## config.mk

```make
export PLATFORM = sky130hd
export DESIGN_NAME = flag_eval_unit
export DESIGN_NICKNAME = d
export VERILOG_FILES = /design/src/rtl/flagu_pkg.sv /design/src/rtl/flagu_src2_ext.sv /design/src/rtl/flagu_compute.sv /design/src/rtl/flagu_hold_reg.sv /design/src/rtl/flag_eval_unit.sv
export SDC_FILE = /design/constraint.sdc
export NUM_CORES = 1
export LEC_CHECK = 0
export BUFFER_PORTS_ARGS = -buffer_cell sky130_fd_sc_hd__buf_2
export CAP_MARGIN = 20
export CELL_PAD_IN_SITES_DETAIL_PLACEMENT = 1
export CELL_PAD_IN_SITES_GLOBAL_PLACEMENT = 2
export CORE_ASPECT_RATIO = 1.1
export CORE_MARGIN = 4
export CORE_UTILIZATION = 28
export CTS_CLUSTER_SIZE = 12
export DETAILED_ROUTE_END_ITERATION = 8
export GPL_TIMING_DRIVEN = 0
export HOLD_SLACK_MARGIN = 0.05
export MAX_ROUTING_LAYER = met4
export PLACE_DENSITY = 0.76
export SLEW_MARGIN = 20
export SYNTH_ARGS = -nofsm -noshare
export SYNTH_HDL_FRONTEND = slang
export SYNTH_SLANG_ARGS = --single-unit
```

## constraint.sdc

```tcl
create_clock -name clk -period 4 [get_ports clk]
set_clock_uncertainty 0.15 [all_clocks]
set_input_delay 0.2 -clock clk [delete_from_list [all_inputs] [get_ports clk]]
set_output_delay 0.2 -clock clk [all_outputs]
set_load 0.01 [all_outputs]
```

## src/rtl/flagu_pkg.sv

```systemverilog
package flagu_pkg;

  typedef enum logic [1:0] {
    SZ_BYTE = 2'd0,
    SZ_HALF = 2'd1,
    SZ_WORD = 2'd2,
    SZ_WIDE = 2'd3
  } size_e;

  typedef struct packed {
    logic cf;
    logic of;
    logic sf;
    logic zf;
    logic af;
    logic pf;
  } flags_t;

  // number of bits an operand occupies for a given size code
  function automatic int size_bits(input logic [1:0] sz);
    case (sz)
      SZ_BYTE: size_bits = 8;
      SZ_HALF: size_bits = 16;
      default: size_bits = 32;
    endcase
  endfunction

  // 1 when the byte has an even count of ones
  function automatic logic even_ones8(input logic [7:0] v);
    even_ones8 = ~(^v);
  endfunction

endpackage

```

## src/rtl/flagu_src2_ext.sv

```systemverilog
module flagu_src2_ext #(
  parameter int DATA_W = 32,
  parameter int IMM_W  = 8
) (
  input  logic [DATA_W-1:0] b_raw,
  input  logic              use_short,
  input  logic [DATA_W-1:0] size_mask,
  output logic [DATA_W-1:0] src2_sized
);
  localparam int FILL_W = DATA_W - IMM_W;

  logic              short_sign;
  logic [DATA_W-1:0] short_ext;

  assign short_sign = b_raw[IMM_W-1];

  generate
    if (FILL_W > 0) begin : g_fill
      assign short_ext = {{FILL_W{short_sign}}, b_raw[IMM_W-1:0]};
    end else begin : g_nofill
      assign short_ext = b_raw;
    end
  endgenerate

  assign src2_sized = (use_short ? short_ext : b_raw) & size_mask;

endmodule

```

## src/rtl/flagu_compute.sv

```systemverilog
module flagu_compute
  import flagu_pkg::*;
#(
  parameter int DATA_W = 32,
  localparam int IDX_W = $clog2(DATA_W)
) (
  input  logic [DATA_W-1:0] opa,
  input  logic [DATA_W-1:0] opb,
  input  logic              is_cmp,
  input  logic [IDX_W-1:0]  msb_idx,
  input  logic [DATA_W-1:0] size_mask,
  output flags_t            flags_nxt,
  output logic [DATA_W-1:0] result_w,
  output logic              nibble_borrow,
  output logic              full_borrow
);

  // subtract with one extra bit so the borrow lands on top
  function automatic logic [DATA_W:0] sub_ext(input logic [DATA_W-1:0] x,
                                              input logic [DATA_W-1:0] y);
    sub_ext = {1'b0, x} - {1'b0, y};
  endfunction

  // signed overflow of x - y judged at bit k
  function automatic logic sub_ovf(input logic xs, input logic ys, input logic rs);
    sub_ovf = (xs ^ ys) & (rs ^ xs);
  endfunction

  logic [DATA_W:0]   diff_ext;
  logic [DATA_W-1:0] and_res;
  logic              res_top;

  assign diff_ext      = sub_ext(opa, opb);
  assign and_res       = opa & opb;
  assign result_w      = (is_cmp ? diff_ext[DATA_W-1:0] : and_res) & size_mask;
  assign res_top       = result_w[msb_idx];
  // operands are already sized, so the top borrow is the size-level borrow
  assign full_borrow   = diff_ext[DATA_W];
  assign nibble_borrow = opa[4] ^ opb[4] ^ diff_ext[4];

  always_comb begin
    flags_nxt.sf = res_top;
    flags_nxt.zf = (result_w == '0);
    flags_nxt.pf = even_ones8(result_w[7:0]);
    if (is_cmp) begin
      flags_nxt.cf = full_borrow;
      flags_nxt.of = sub_ovf(opa[msb_idx], opb[msb_idx], res_top);
      flags_nxt.af = nibble_borrow;
    end else begin
      flags_nxt.cf = 1'b0;
      flags_nxt.of = 1'b0;
      flags_nxt.af = 1'b0;
    end
  end

  // a zero result can never look negative (R4 with R3)
  always_comb begin
    assert_zero_not_neg_R4: assert (!(flags_nxt.zf && flags_nxt.sf));
  end

endmodule

```

## src/rtl/flagu_hold_reg.sv

```systemverilog
module flagu_hold_reg
  import flagu_pkg::*;
(
  input  logic   clk,
  input  logic   rst,
  input  logic   load,
  input  flags_t d,
  output flags_t q
);

  always_ff @(posedge clk) begin
    if (rst)       q <= '0;
    else if (load) q <= d;
  end

  assert_hold_R10: assert property (@(posedge clk) disable iff (rst)
    !load |=> $stable(q));

  assert_load_R10: assert property (@(posedge clk) disable iff (rst)
    load |=> (q == $past(d)));

endmodule

```

## src/rtl/flag_eval_unit.sv

```systemverilog
module flag_eval_unit
  import flagu_pkg::*;
#(
  parameter int DATA_W = 32,
  parameter int IMM_W  = 8,
  localparam int IDX_W = $clog2(DATA_W)
) (
  input  logic              clk,
  input  logic              rst,
  input  logic              valid,
  input  logic              op_cmp,
  input  logic [1:0]        size_sel,
  input  logic              src2_short,
  input  logic [DATA_W-1:0] a_in,
  input  logic [DATA_W-1:0] b_in,
  output logic              flag_c,
  output logic              flag_o,
  output logic              flag_s,
  output logic              flag_z,
  output logic              flag_a,
  output logic              flag_p
);

  function automatic int eff_bits(input logic [1:0] sz);
    int n;
    n = size_bits(sz);
    eff_bits = (n > DATA_W) ? DATA_W : n;
  endfunction

  logic [DATA_W-1:0] size_mask;
  logic [IDX_W-1:0]  msb_idx;
  logic [DATA_W-1:0] a_sized;
  logic [DATA_W-1:0] src2_sized;
  logic [DATA_W-1:0] result_w;
  logic              nibble_borrow;
  logic              full_borrow;
  flags_t            flags_nxt;
  flags_t            flags_q;

  assign msb_idx = IDX_W'(eff_bits(size_sel) - 1);

  generate
    for (genvar i = 0; i < DATA_W; i++) begin : g_mask
      assign size_mask[i] = (i < eff_bits(size_sel));
    end
  endgenerate

  assign a_sized = a_in & size_mask;

  flagu_src2_ext #(.DATA_W(DATA_W), .IMM_W(IMM_W)) u_ext (
    .b_raw      (b_in),
    .use_short  (src2_short),
    .size_mask  (size_mask),
    .src2_sized (src2_sized)
  );

  flagu_compute #(.DATA_W(DATA_W)) u_comp (
    .opa           (a_sized),
    .opb           (src2_sized),
    .is_cmp        (op_cmp),
    .msb_idx       (msb_idx),
    .size_mask     (size_mask),
    .flags_nxt     (flags_nxt),
    .result_w      (result_w),
    .nibble_borrow (nibble_borrow),
    .full_borrow   (full_borrow)
  );

  flagu_hold_reg u_reg (
    .clk  (clk),
    .rst  (rst),
    .load (valid),
    .d    (flags_nxt),
    .q    (flags_q)
  );

  assign flag_c = flags_q.cf;
  assign flag_o = flags_q.of;
  assign flag_s = flags_q.sf;
  assign flag_z = flags_q.zf;
  assign flag_a = flags_q.af;
  assign flag_p = flags_q.pf;

  assert_test_clears_R2: assert property (@(posedge clk) disable iff (rst)
    (valid && !op_cmp) |=> (!flag_c && !flag_o && !flag_a));

  assert_cmp_equal_R6: assert property (@(posedge clk) disable iff (rst)
    (valid && op_cmp && (a_sized == src2_sized)) |=> (flag_z && !flag_c));

  assert_cmp_below_R6: assert property (@(posedge clk) disable iff (rst)
    (valid && op_cmp && (a_sized < src2_sized)) |=> (flag_c && !flag_z));

  assert_sext_fill_R9: assert property (@(posedge clk) disable iff (rst)
    (src2_short && (eff_bits(size_sel) > IMM_W)) |->
      (src2_sized[msb_idx] == b_in[IMM_W-1]));

  assert_result_sized_R12: assert property (@(posedge clk) disable iff (rst)
    (result_w & ~size_mask) == '0);

endmodule

```

### Yosys cells after proc, flatten, opt, wreduce, memory -nomap -nowiden

Cells that the tools add are included.

* flip-flop bits (word level): 6
* input bits: 71
* output and inout bits: 6
* logic and storage cells: 68

* add/subtract/negate cells: 2
* order comparisons: 34
* eq/ne operators: 1
* mux-type cells: 12
* bitwise logic cells: 10
* reduce and logical (&&, ||, !) cells: 3

Operators by type and width (number)
* 6-bit by 32-bit less-than comparator with 1-bit output, first input constant: 15
* 5-bit by 32-bit less-than comparator with 1-bit output, first input constant: 8
* 32-bit AND: 4
* 4-bit by 32-bit less-than comparator with 1-bit output, first input constant: 4
* 3-bit by 32-bit less-than comparator with 1-bit output, first input constant: 2
* 32-bit two-way mux: 2
* 32-bit by 32-bit subtractor with 33-bit output: 1
* 32-bit by 7-bit > comparator with 1-bit output, second input constant: 1
* 32-bit logical NOT: 1
* 1-bit by 32-bit less-than comparator with 1-bit output, first input constant: 1
* 2-bit by 32-bit less-than comparator with 1-bit output, first input constant: 1
* 1-bit binary-select mux with 5-bit select: 3
* 6-bit one-hot mux with 2 select lines: 1
* 8-bit XOR reduction: 1
* 5-bit by 6-bit less-than comparator with 1-bit output, first input constant: 1
* 5-bit by 6-bit less-than comparator with 1-bit output, second input constant: 1
* 6-bit two-way mux: 1
* 5-bit by 2-bit subtractor with 5-bit output, second input constant: 1
* 1-bit two-way mux: 4
* 1-bit XOR: 4
* 2-bit by 1-bit == test with 1-bit output, second input constant: 1
* 2-bit logical NOT: 1
* 2-bit two-way mux: 1
* 1-bit AND: 1
* 1-bit inverter: 1

### Logic depth before layout (Yosys ltp)

Gate-level depths: netlist of run 1.

* depth in word-level cells: 14
* depth in mapped cells: 18
* gate-level depth less buffers: 16

### Modules after synthesis

From an unflattened synthesis of run 1, not the netlist that was laid out.

* cell total of the unflattened synthesis: 691
* area total of the unflattened synthesis: 5079.9 um^2

Modules (own cells, without submodules)
* flagu_compute: times used 1, cells each 570, area an instance 4196.5 um^2, seq. area each 0.0 um^2
* flagu_src2_ext: times used 1, cells each 61, area an instance 405.4 um^2, seq. area each 0.0 um^2
* flag_eval_unit: times used 1, cells each 41, area an instance 264.0 um^2, seq. area each 0.0 um^2
* flagu_hold_reg: times used 1, cells each 19, area an instance 214.0 um^2, seq. area each 120.1 um^2

### Least setup slack after synthesis of run 1

No wires, ideal clock.

* path kind: input to register
* start: in size_sel[1]
* end: reg u_reg.q[4] (netlist name)
* library setup time: 0.117 ns
* arrival time: 3.948 ns
* data required time: 3.733 ns
* path slack: -0.216 ns
* cell stages on the path: 17
* path buffers: 3
* cell sequence: nor2_1 inv_1 ha_1 clkbuf_1 clkbuf_1 buf_1 nor2b_1 ha_1 a21oi_1 and2_1 a22o_1 o21a_1 o311a_1 a221oi_2 o31ai_2 mux2i_1 a32o_1

* cells in the longest elaborated chain, start to end: 14
* elaborated cells on any way between the ends: 54
* those cells by class: add/sub: 2; order compare: 33; eq/ne: 1; mux: 10; bitwise: 7; reduce/logical: 1

RTL lines
* from (decl): RTL line flag_eval_unit.sv:12 `input logic [1:0] size_sel,`
* 2-bit by 1-bit == test with 1-bit output or 2-bit logical NOT (tied branches): RTL line flagu_pkg.sv:21 `case (sz)`
* 6-bit one-hot mux with 2 select lines (*): RTL line flagu_pkg.sv:21
* 32-bit by 7-bit > comparator with 1-bit output: RTL line flag_eval_unit.sv:27 `eff_bits = (n > DATA_W) ? DATA_W : n;`
* 6-bit two-way mux (*): RTL line flag_eval_unit.sv:27
* 1-bit by 32-bit less-than comparator with 1-bit output (tied with other cells): RTL line flag_eval_unit.sv:44 `assign size_mask[i] = (i < eff_bits(size_sel));`
* 32-bit AND, on equally long branches: RTL line flag_eval_unit.sv:48, flagu_src2_ext.sv:25
* 32-bit by 32-bit subtractor with 33-bit output or 32-bit AND (tied branches): RTL line flagu_compute.sv:21, flagu_compute.sv:34
* 32-bit two-way mux: RTL line flagu_compute.sv:35 `assign result_w = (is_cmp ? diff_ext[DATA_W-1:0] : and_res) & size_mask;`
* 32-bit AND: RTL line flagu_compute.sv:35
* 1-bit binary-select mux with 5-bit select: RTL line flagu_compute.sv:36 `assign res_top = result_w[msb_idx];`
* 1-bit two-way mux (not written as such): RTL line flagu_compute.sv:36
* 1-bit XOR: RTL line flagu_compute.sv:26 `sub_ovf = (xs ^ ys) & (rs ^ xs);`
* 1-bit AND (*): RTL line flagu_compute.sv:26
* 2-bit two-way mux (*): RTL line flagu_compute.sv:45 `if (is_cmp) begin`
* to (signal assigned): RTL line flagu_hold_reg.sv:12 `if (rst) q <= '0;`
* to (signal assigned): RTL line flagu_hold_reg.sv:13 `else if (load) q <= d;`
* to (decl): RTL line flagu_hold_reg.sv:8 `output flags_t q`

Every way passes the cells marked *; elsewhere a longest branch is shown, timed or not. The select of a mux whose other input is x is not followed.
A chain may end at the register's enable or synchronous reset.

### Worst setup path after layout of run 1

Ends and elaborated chain as after synthesis.

==> results of run 1 <==
==> cells in the final DEF (no fill, tap or decap), types with 9 or more instances in the layout <==
cell / netlist / layout
xnor2_1: 15 / 15
and2_1: 11 / 11
a21o_1: 9 / 9
buf_2: 1 / 77
mux2i_1: 11 / 11
nor2_1: 23 / 22
inv_1: 43 / 43
nor2b_1: 32 / 31
a21oi_1: 36 / 34
nand2_1: 27 / 27
ha_1: 69 / 66
o21ai_0: 42 / 41
nand2b_1: 19 / 19
==> critical path, cell delays in order <==
cell	delay [ns]
buf_2	0.12
nor2_4	0.15
inv_1	0.12
ha_4	0.29
buf_4	0.19
buf_4	0.18
a21o_1	0.18
ha_2	0.38
a21oi_1	0.11
and2_1	0.19
a22o_1	0.24
o21a_1	0.23
o311a_1	0.37
a221oi_2	0.26
o31ai_2	0.13
mux2i_1	0.13
a32o_1	0.27
==> area by class of cell <==
type	instances	area, um^2	share of cell area, %
timing repair buffer	79	408	9.75
tap	154	193	4.61
inverter	43	161	3.86
multi-input combinational	411	3150	75.4
sequential	6	120	2.87
buffer	14	72.6	1.73
clock buffer	3	75.1	1.79
==> layer usage <==
layer,up-vias,routed length (um),global-route usage (%)
li1,1878,-,-
met1,1742,5300,20.4
met2,56,5380,28.5
met3,4,276,0.972
met4,0,60,1.58
met5,-,0,-
==> stage by stage <==
stage	util [%]	worst slack [ns]	TNS, ns
after floorplan	-	0.0290	0
after global placement	33.3	-0.892	-2.99
after detailed placement	33.3	-1.01	-3.23
after CTS	34.3	0.0102	0
after global routing	34.9	0.00895	0
final	34.9	0.217	0
==> power by group through the flow <==
stage,clock (mW),sequential (mW),combinational [mW]
after floorplan,0,0.0752,0.521
after global placement,0,0.0722,0.699
after detailed placement,0,0.0724,0.714
after CTS,0.163,0.0715,0.726
after global routing,0.169,0.0720,0.833
final,0.158,0.0713,0.743
==> synth_stat cells, drive strengths merged, types with 9 or more instances <==
cell     n
xnor2   15
a21oi   36
ha      69
o21ai   47
nor2    23
nor2b   32
a21o     9
nand2b  19
mux2i   11
and2    11
inv     43
clkbuf  12
nand2   27
==> cell families (layout without fill, tap and decap cells) <==
group / after synthesis / in the layout / synth area share, %
simple gates: 159 / 159 / 25.9
compound gates: 148 / 148 / 28.6
fa+ha+maj: 70 / 70 / 25.8
buf+inv: 59 / 139 / 6.72
xor+xnor: 22 / 22 / 5.62
mux: 12 / 12 / 3.87
flops: 6 / 6 / 3.51
==> final timing paths <==
kind                end  slack, ns  cells past startpoint
max reg2reg  u_reg.q[4]       3.21                      1
min reg2reg  u_reg.q[2]       0.30                      2
min          u_reg.q[5]       0.06                      2
max          u_reg.q[4]       0.22                     17
==> what timing repair did <==
| item | 4_1_cts | 5_1_grt |
|---|---|---|
| endpoints found under the setup margin | 4 | 3 |
| buffers inserted | 2 | 3 |
| resized for setup | 10 | 14 |
| pin swaps | 1 | 2 |
==> results by group, run 1 <==
Outcome
  • Status: completed

Clock tree
  • CTS tree: built
  • H-tree levels: 1
  • Hold Buf Count CTS: 0
  • TritonCTS buffer count: 3
  • Clk buf depth: 2
  • Clock latency on the worst-skew pair: 0.22 ns
  • Clock-pin slew on the worst setup and hold paths: ~0.030 ns
  • TritonCTS Sinks: 6
  • Clock Tree Root: clkbuf_16

Route
  • 1st-pass router iterations: 4
  • Post-route DRC violation count: 0
  • Routed WL per cell: 15.5 um
  • Routed WL: ~11000 um
  • Via/cell ratio: around 5.2
  • Starting DRT DRC Count: 147
  • ANT nets after route: 0
  • Via count: 3680

Global routing
  • Number of global-route vias before repair: between 3k and 4k
  • Largest net degree at the start of global routing: 11
  • Gr usage total: 15.9%
  • First-pass GRT wire length: 18300 um
  • Grt ovf: 0
  • Initial antenna violation count: 0

Hold path
  • Min-delay src: rst
  • Hold Path Class: primary input to register

Synthesis
  • Prevailing post-synth register cell: dfxtp_1
  • YS warnings: 0
  • Synth area leaders: ha_1 (25%), o21ai_0 (6.1%), nor2b_1 (5.8%), a21oi_1 (5.3%), inv_1 (4.7%)
  • Post-synth EDFFs: 0
  • Syn_nets: 617
  • Mapped Area: 0.00343 mm^2
  • Yosys cell types: 63
  • Area share of the largest cell type after synthesis: 25.2%
  • Gate count of the mapped netlist: 476
  • Yosys reg bits: 6
  • Syn avg cell area: 7.20 um^2
  • Post-synth ARST share: 0%
  • Seq/Total Area, Yosys: 3.51%
  • Post-synth top area cell: ha_1

Pwr
  • Clk pwr share: between 10% and 20%
  • Leak: 2.05 nW
  • Total power density per cell area: roughly 230 mW/mm^2
  • Int Power: around 0.52 mW
  • Comb power frac: 76.4%
  • Max IR drop VDD: approximately 170 uV
  • Final Power: 0.972 mW
  • Switching share of power: around 47%
  • Seq pwr share: 7.3%
  • Psw: roughly 0.46 mW

Critical path
  • Worst Setup SP: size_sel[1]
  • Worst r2r src: u_reg.q[4]
  • Critical path launch point type: primary input
  • Worst Path Max Fanout: 10
  • Req. time, crit path: 3.96 ns
  • Critical path endpoint category: register
  • Setup CP Type: primary input to register
  • Critical Path AT: approximately 3.7 ns

Placement
  • Placed Area: around 0.004 mm^2
  • Dpl cells: 704
  • Port Buf Inserts: between 70 and 80
  • DPL Wire Length: 9460 um
  • Gpl congestion: 0.879

Layout
  • Layout Cells excl Fill: between 700 and 800
  • Number of flip-flops in the largest register: 6
  • Largest Register: u_reg.q
  • Share of layout cells above drive strength 1: approximately 20%
  • Antenna Cells: 0
  • FILL cells: 1536
  • Finished Cell Area: about 0.0042 mm^2
  • Fin nets: between 600 and 700
  • Largest regs: u_reg.q x6
  • Area Overhead vs Synth: 22.1%

Timing
  • Final Max Tran Viols: 0
  • Period utilization: 94.6%
  • Worst slew margin: a little over half
  • Fmax: 264 MHz
  • Period minus WS final: 3.78 ns
  • Endpoints failing hold: 0
  • Finish-stage setup viols: 0
  • RSZ-0062 raised after global routing: false
  • Slew @ Worst Pin: ~0.69 ns
  • Hold slack: 0.0626 ns

Floorplan
  • # rows: 42
  • Core Area: 0.0120 mm^2
  • Die area: 0.0141 mm^2
  • I/O Pins: between 70 and 80
  • Die Span X: 113 um
  • Initial cell density of the core: 28.6%
  • Die Ht: 124 um

Flow run
  • Max cap viols: 0
Power figures use the tool's default switching activity.
==> run 2: changes to the inputs <==
PLACE_DENSITY = 0.86   (was 0.76)
==> results by group, run 2 (synthesis gave the netlist of run 1 again) <==
Layout
  • Fin nets: 699
  • Largest Register: u_reg.q
  • Number of flip-flops in the largest register: 6
  • Area Overhead vs Synth: 22.8%
  • Layout Cells excl Fill: 710
  • Finished Cell Area: 0.00421 mm^2
  • Share of layout cells above drive strength 1: 20.3%
  • Most frequent cells in the layout: buf_2 (75), ha_1 (66), inv_1 (43)
  • Commonest non-fill, non-tap cell in the layout: buf_2
  • Antenna Cells: 0
  • Largest regs: u_reg.q x6

Clock tree
  • Hold Buf Count CTS: 0
  • TritonCTS buffer count: 3
  • Clock Tree Root: clkbuf_16
  • TritonCTS Sinks: 6
  • CTS tree: built
  • H-tree levels: 1
  • Clk buf depth: 2
  • Clock latency on the worst-skew pair: 0.23 ns
  • Clock-pin slew on the worst setup and hold paths: ~0.030 ns

Placement
  • Placed Area: 0.00399 mm^2
  • Port Buf Inserts: 74
  • Dpl ws: -0.855 ns
  • DPL Wire Length: 9200 um
  • Dpl cells: 704
  • Gpl congestion: approximately 0.9

Timing
  • Final Max Tran Viols: 0
  • Slew @ Worst Pin: 0.654 ns
  • Endpoints failing hold: 0
  • Fmax: around 260 MHz
  • RSZ-0062 raised after global routing: true
  • Worst slew margin: 56.4%
  • Worst setup slack after layout: between 0.09 and 0.1 ns
  • Period utilization: 97.5%
  • Hold slack: 0.0761 ns
  • Period minus WS final: 3.90 ns
  • Finish-stage setup viols: 0

Pwr
  • Leak: just over 2 nW
  • Max IR drop VDD: 218 uV
  • Int Power: around 0.52 mW
  • Clk pwr share: 16.3%
  • Psw: 0.463 mW
  • Comb power frac: roughly three quarters
  • Final Power: 0.986 mW
  • Seq pwr share: under 10%
  • Total power density per cell area: 234 mW/mm^2
  • Switching share of power: approximately 47%

Route
  • 1st-pass router iterations: 4
  • Routed WL: 10900 um
  • Starting DRT DRC Count: 142
  • Routed WL per cell: 15.4 um
  • Via count: 3708
  • Post-route DRC violation count: 0
  • Via/cell ratio: 5.22
  • ANT nets after route: 0

Critical path
  • Critical path launch point type: primary input
  • Critical path endpoint category: register
  • Critical Path AT: 3.86 ns
  • Setup CP Type: primary input to register
  • Req. time, crit path: slightly below 4 ns
  • R2R setup slack: approximately 3.2 ns
  • Worst Path Max Fanout: 10

Floorplan
  • Die Span X: 113 um
  • Core Area: 0.0120 mm^2
  • # rows: 42
  • Die Ht: 124 um
  • Die area: ~0.014 mm^2
  • I/O Pins: 77
  • Initial cell density of the core: 28.6%

Global routing
  • Gr usage total: approximately 16%
  • Largest net degree at the start of global routing: 11
  • Grt ovf: 0
  • Initial antenna violation count: 0
  • First-pass GRT wire length: 18100 um
  • Number of global-route vias before repair: 3858

Outcome
  • Status: completed

Hold path
  • Hold Path Class: primary input to register

Flow run
  • Max cap viols: 0
-- run 2: what timing repair did --
action,in CTS,in global routing
setup buffers,0,5
gates resized for setup,9,15
setup endpoints to repair,4,3
pin swaps,0,2
-- run 2: metal layers --
layer / track usage [%] / share of wire (%)
met2: 27.4 / 48
met5: - / 0
met1: 20.2 / 48
met4: 1.80 / 0.67
met3: 1.17 / 2.8
-- run 2: power by group through the flow --
stage | logic [mW] | clock network (mW) | registers [mW]
floorplan | 0.521 | 0 | 0.0752
global placement | 0.694 | 0 | 0.0720
detailed placement | 0.709 | 0 | 0.0721
CTS | 0.720 | 0.162 | 0.0713
global route | 0.846 | 0.168 | 0.0719
finish | 0.754 | 0.160 | 0.0713
-- run 2: critical path, cell delays in order --
cell      delay [ns]
buf_2           0.12
nor2_4          0.20
inv_1           0.13
ha_4            0.29
clkbuf_4        0.20
buf_4           0.19
a21o_1          0.17
ha_2            0.38
a21oi_2         0.11
and2_1          0.18
a22o_1          0.23
o21a_2          0.25
o311a_1         0.40
a221oi_4        0.27
o31ai_2         0.12
mux2i_1         0.13
a32o_1          0.27
-- run 2: layout make-up --
type,count,area (um^2)
buffer,14,71.3
tap,154,193
timing repair buffer,79,408
inverter,43,161
fill,1551,7770
multi-input combinational,411,3180
sequential,6,120
clock buffer,3,75.1
-- run 2: path summary, 6_finish.rpt --
check	start	depth (start not counted)	end
hold / removal	rst	2	u_reg.q[5]
hold reg to reg	u_reg.q[2]	2	u_reg.q[2]
setup reg to reg	u_reg.q[4]	1	u_reg.q[4]
setup / recovery	size_sel[0]	17	u_reg.q[4]
-- run 2: stage by stage --
step	TNS, ns	utilization [%]
2_1_floorplan	0	-
3_3_place_gp	-2.51	33.3
3_5_place_dp	-2.68	33.3
4_1_cts	-0.00660	34.1
5_1_grt	-0.0681	35.1
6_report	0	35.1
==> run 3: changes to the inputs <==
ABC_AREA = 1   (was not set)
CORE_UTILIZATION = 25   (was 28)
==> results by group, run 3 <==
Outcome
  • Status: completed

Critical path
  • Critical Path AT: 3.60 ns
  • CP peak stage delay: 0.46 ns
  • Buf+Inv Stages, Crit Path: 3
  • Worst R2R Path Depth: 4
  • Reg2reg end: u_reg.q[0]
  • Worst Path Max Fanout: 10
  • Setup CP Type: primary input to register
  • Worst r2r src: u_reg.q[0]
  • Critical path endpoint category: register
  • CP most frequent cell: nand2_1
  • R2R setup slack: 3.17 ns
  • Critical path launch point type: primary input
  • CP Cell Sequence: buf_2, nor2_4, inv_1, ha_2, clkbuf_2, nor2_1, ha_1, a21oi_1, nand2_1, a21oi_2, nor2_1, nor2_1, nand2_1, nand2_1, nand3_1, nand2_1, nand2_1, nand2_1, nand2_1, nand2_1, nand3_1, a21oi_1
  • CP delay by family, top: simple AND/OR/NAND/NOR gates
  • Worst path slowest cell: ha_2
  • Req. time, crit path: 4.00 ns

Clock tree
  • Clk buf depth: 2
  • TritonCTS Sinks: 6
  • TritonCTS buffer count: 3
  • Clock-pin slew on the worst setup and hold paths: 0.03 ns
  • Clock Tree Root: clkbuf_16
  • H-tree levels: 1
  • Post-CTS setup buffers: 0
  • CTS tree: built
  • Clock latency on the worst-skew pair: roughly 0.22 ns

Synthesis
  • Syn avg cell area: 5.38 um^2
  • Post-synth ARST share: 0%
  • Syn_nets: approximately 840
  • Post-synth top area cell: ha_1
  • Count leader, synth: nand2_1
  • Post-synth EDFFs: 0
  • Synth area leaders: ha_1 (23%), nand2_1 (20%), inv_1 (14%), nor2_1 (6.8%), a21oi_1 (6.6%)
  • Yosys cell types: 36
  • Mapped Area: 0.00377 mm^2
  • Seq/Total Area, Yosys: 3.19%
  • Gate count of the mapped netlist: 701
  • Area share of the largest cell type after synthesis: about 23%
  • Synth cell count leaders: nand2_1 (197), inv_1 (136), ha_1 (69)
  • YS warnings: 0
  • Prevailing post-synth register cell: dfxtp_1
  • Yosys reg bits: 6

Global routing
  • Grt ovf: 0
  • Gr usage total: 16.0%
  • Number of global-route vias before repair: 4590
  • Largest net degree at the start of global routing: 11
  • First-pass GRT wire length: 22100 um
  • Initial antenna violation count: 0

Layout
  • Share of layout cells above drive strength 1: roughly 15%
  • Footprint of the multi-input gates: between 0.003 and 0.004 mm^2
  • FILL cells: 2034
  • Sequential cell area: 120 um^2
  • Most frequent cells in the layout: nand2_1 (197), inv_1 (136), buf_2 (77)
  • Largest regs: u_reg.q x6
  • Commonest non-fill, non-tap cell in the layout: nand2_1
  • Number of flip-flops in the largest register: 6
  • Fin nets: 922
  • Finished Cell Area: about 0.0045 mm^2
  • Largest Register: u_reg.q
  • Area Overhead vs Synth: 18.7%
  • Antenna Cells: 0

Pwr
  • Total power density per cell area: 227 mW/mm^2
  • Max IR drop VDD: 108 uV
  • Leak: 2.72 nW

Timing
  • Period utilization: between 80% and 90%
  • Setup TNS: 0 ns
  • Worst slew margin: roughly two thirds
  • RSZ-0062 raised after global routing: false
  • Period minus WS final: approximately 3.6 ns
  • Fmax: between 200 and 300 MHz
  • Final Max Tran Viols: 0
  • Finish-stage setup viols: 0
  • Endpoints failing hold: 0
  • Hold slack: ~0.060 ns
  • Slew @ Worst Pin: about 0.48 ns

Route
  • Starting DRT DRC Count: roughly 170
  • Via count: roughly 4.5k
  • Routed WL per cell: 14.0 um
  • Via/cell ratio: 4.59
  • Routed WL: between 10000 and 15000 um
  • 1st-pass router iterations: 4
  • ANT nets after route: 0
  • Post-route DRC violation count: 0

Hold path
  • Hold path cells: 2
  • Worst Hold Path EP: u_reg.q[2]
  • Min-delay src: rst
  • Hold Path Class: primary input to register

Placement
  • Gpl congestion: 0.822
  • Port Buf Inserts: 76
  • Placed Area: 0.00439 mm^2
  • DPL Wire Length: 12300 um

Floorplan
  • Die Span X: 125 um
  • Initial cell density of the core: 25.8%
  • Core Area: 0.0146 mm^2
  • Die Ht: 137 um
  • Die area: 0.0171 mm^2
  • I/O Pins: 77
  • # rows: 46

Flow run
  • Max cap viols: 0
[run 3: cell types whose count changed in the layout (fill, tap and decap cells not counted), sizes merged, moves of 8 or more]
| cell | delta |
|---|---|
| o211ai | -8 |
| nand3 | +32 |
| mux2i | -9 |
| nor2 | +54 |
| nor2b | -32 |
| nand2 | +178 |
| a21oi | +15 |
| nand3b | +8 |
| and2 | -11 |
| inv | +99 |
| a21o | -9 |
| nand2b | -19 |
| xnor2 | -9 |
[run 3: worst max-delay path by stage]
stage / to / start / depth (start not counted)
6_report: u_reg.q[4] / size_sel[1] / 22
4_1_cts: u_reg.q[4] / size_sel[1] / 22
3_5_place_dp: u_reg.q[4] / size_sel[1] / 23
2_1_floorplan: u_reg.q[3] / size_sel[1] / 21
3_3_place_gp: u_reg.q[2] / size_sel[1] / 21
5_1_grt: u_reg.q[4] / size_sel[1] / 22
[run 3: routing by layer]
layer | vias to the layer above | GRT usage, % | part of all wire, %
met5 | - | - | 0
met3 | 8 | 0.703 | 2.0
met1 | 2040 | 20.3 | 47
li1 | 2358 | - | -
met4 | 0 | 1.99 | 1.1
met2 | 49 | 29.3 | 49
[run 3: per-stage QoR]
stage | util (%) | worst slack (ns) | total power, mW | instances
after detailed placement | 30.0 | -0.405 | 0.854 | 969
after floorplan | - | 0.712 | 0.622 | 701
after global placement | 30.0 | -0.340 | 0.842 | 969
after CTS | 30.5 | 0.112 | 1.02 | 971
after global routing | 30.6 | 0.0567 | 1.14 | 971
final | 30.6 | 0.402 | 1.01 | 971
[run 3: cell type report]
class / count / share of cell area [%]
tap: 192 / 5.37
buffer: 7 / 0.811
sequential: 6 / 2.69
inverter: 143 / 12.0
multi-input combinational: 544 / 69.0
timing repair buffer: 76 / 8.50
clock buffer: 3 / 1.68
[run 3: timing repair]
item / CTS / global route
hold buffers: 0 / 0
endpoints found under the setup margin: 3 / 3
gates resized for setup: 1 / 3
[run 3: logic make-up after synthesis]
family / share of synthesized area, %
AND/OR/NAND/NOR: 39.9
flip-flops: 3.19
multiplexers: 0.531
AO/OA/AOI/OAI: 15.5
adder cells (fa/ha/maj): 23.4
buffers and inverters: 15.3
XOR/XNOR: 2.09
[run 3: report_power, final]
group	total, mW	internal [mW]	switching [mW]	leakage (nW)
clock network	0.160	0.128	0.0320	0.0370
registers	0.0682	0.0657	0.00253	0.0491
logic	0.786	0.279	0.507	2.63
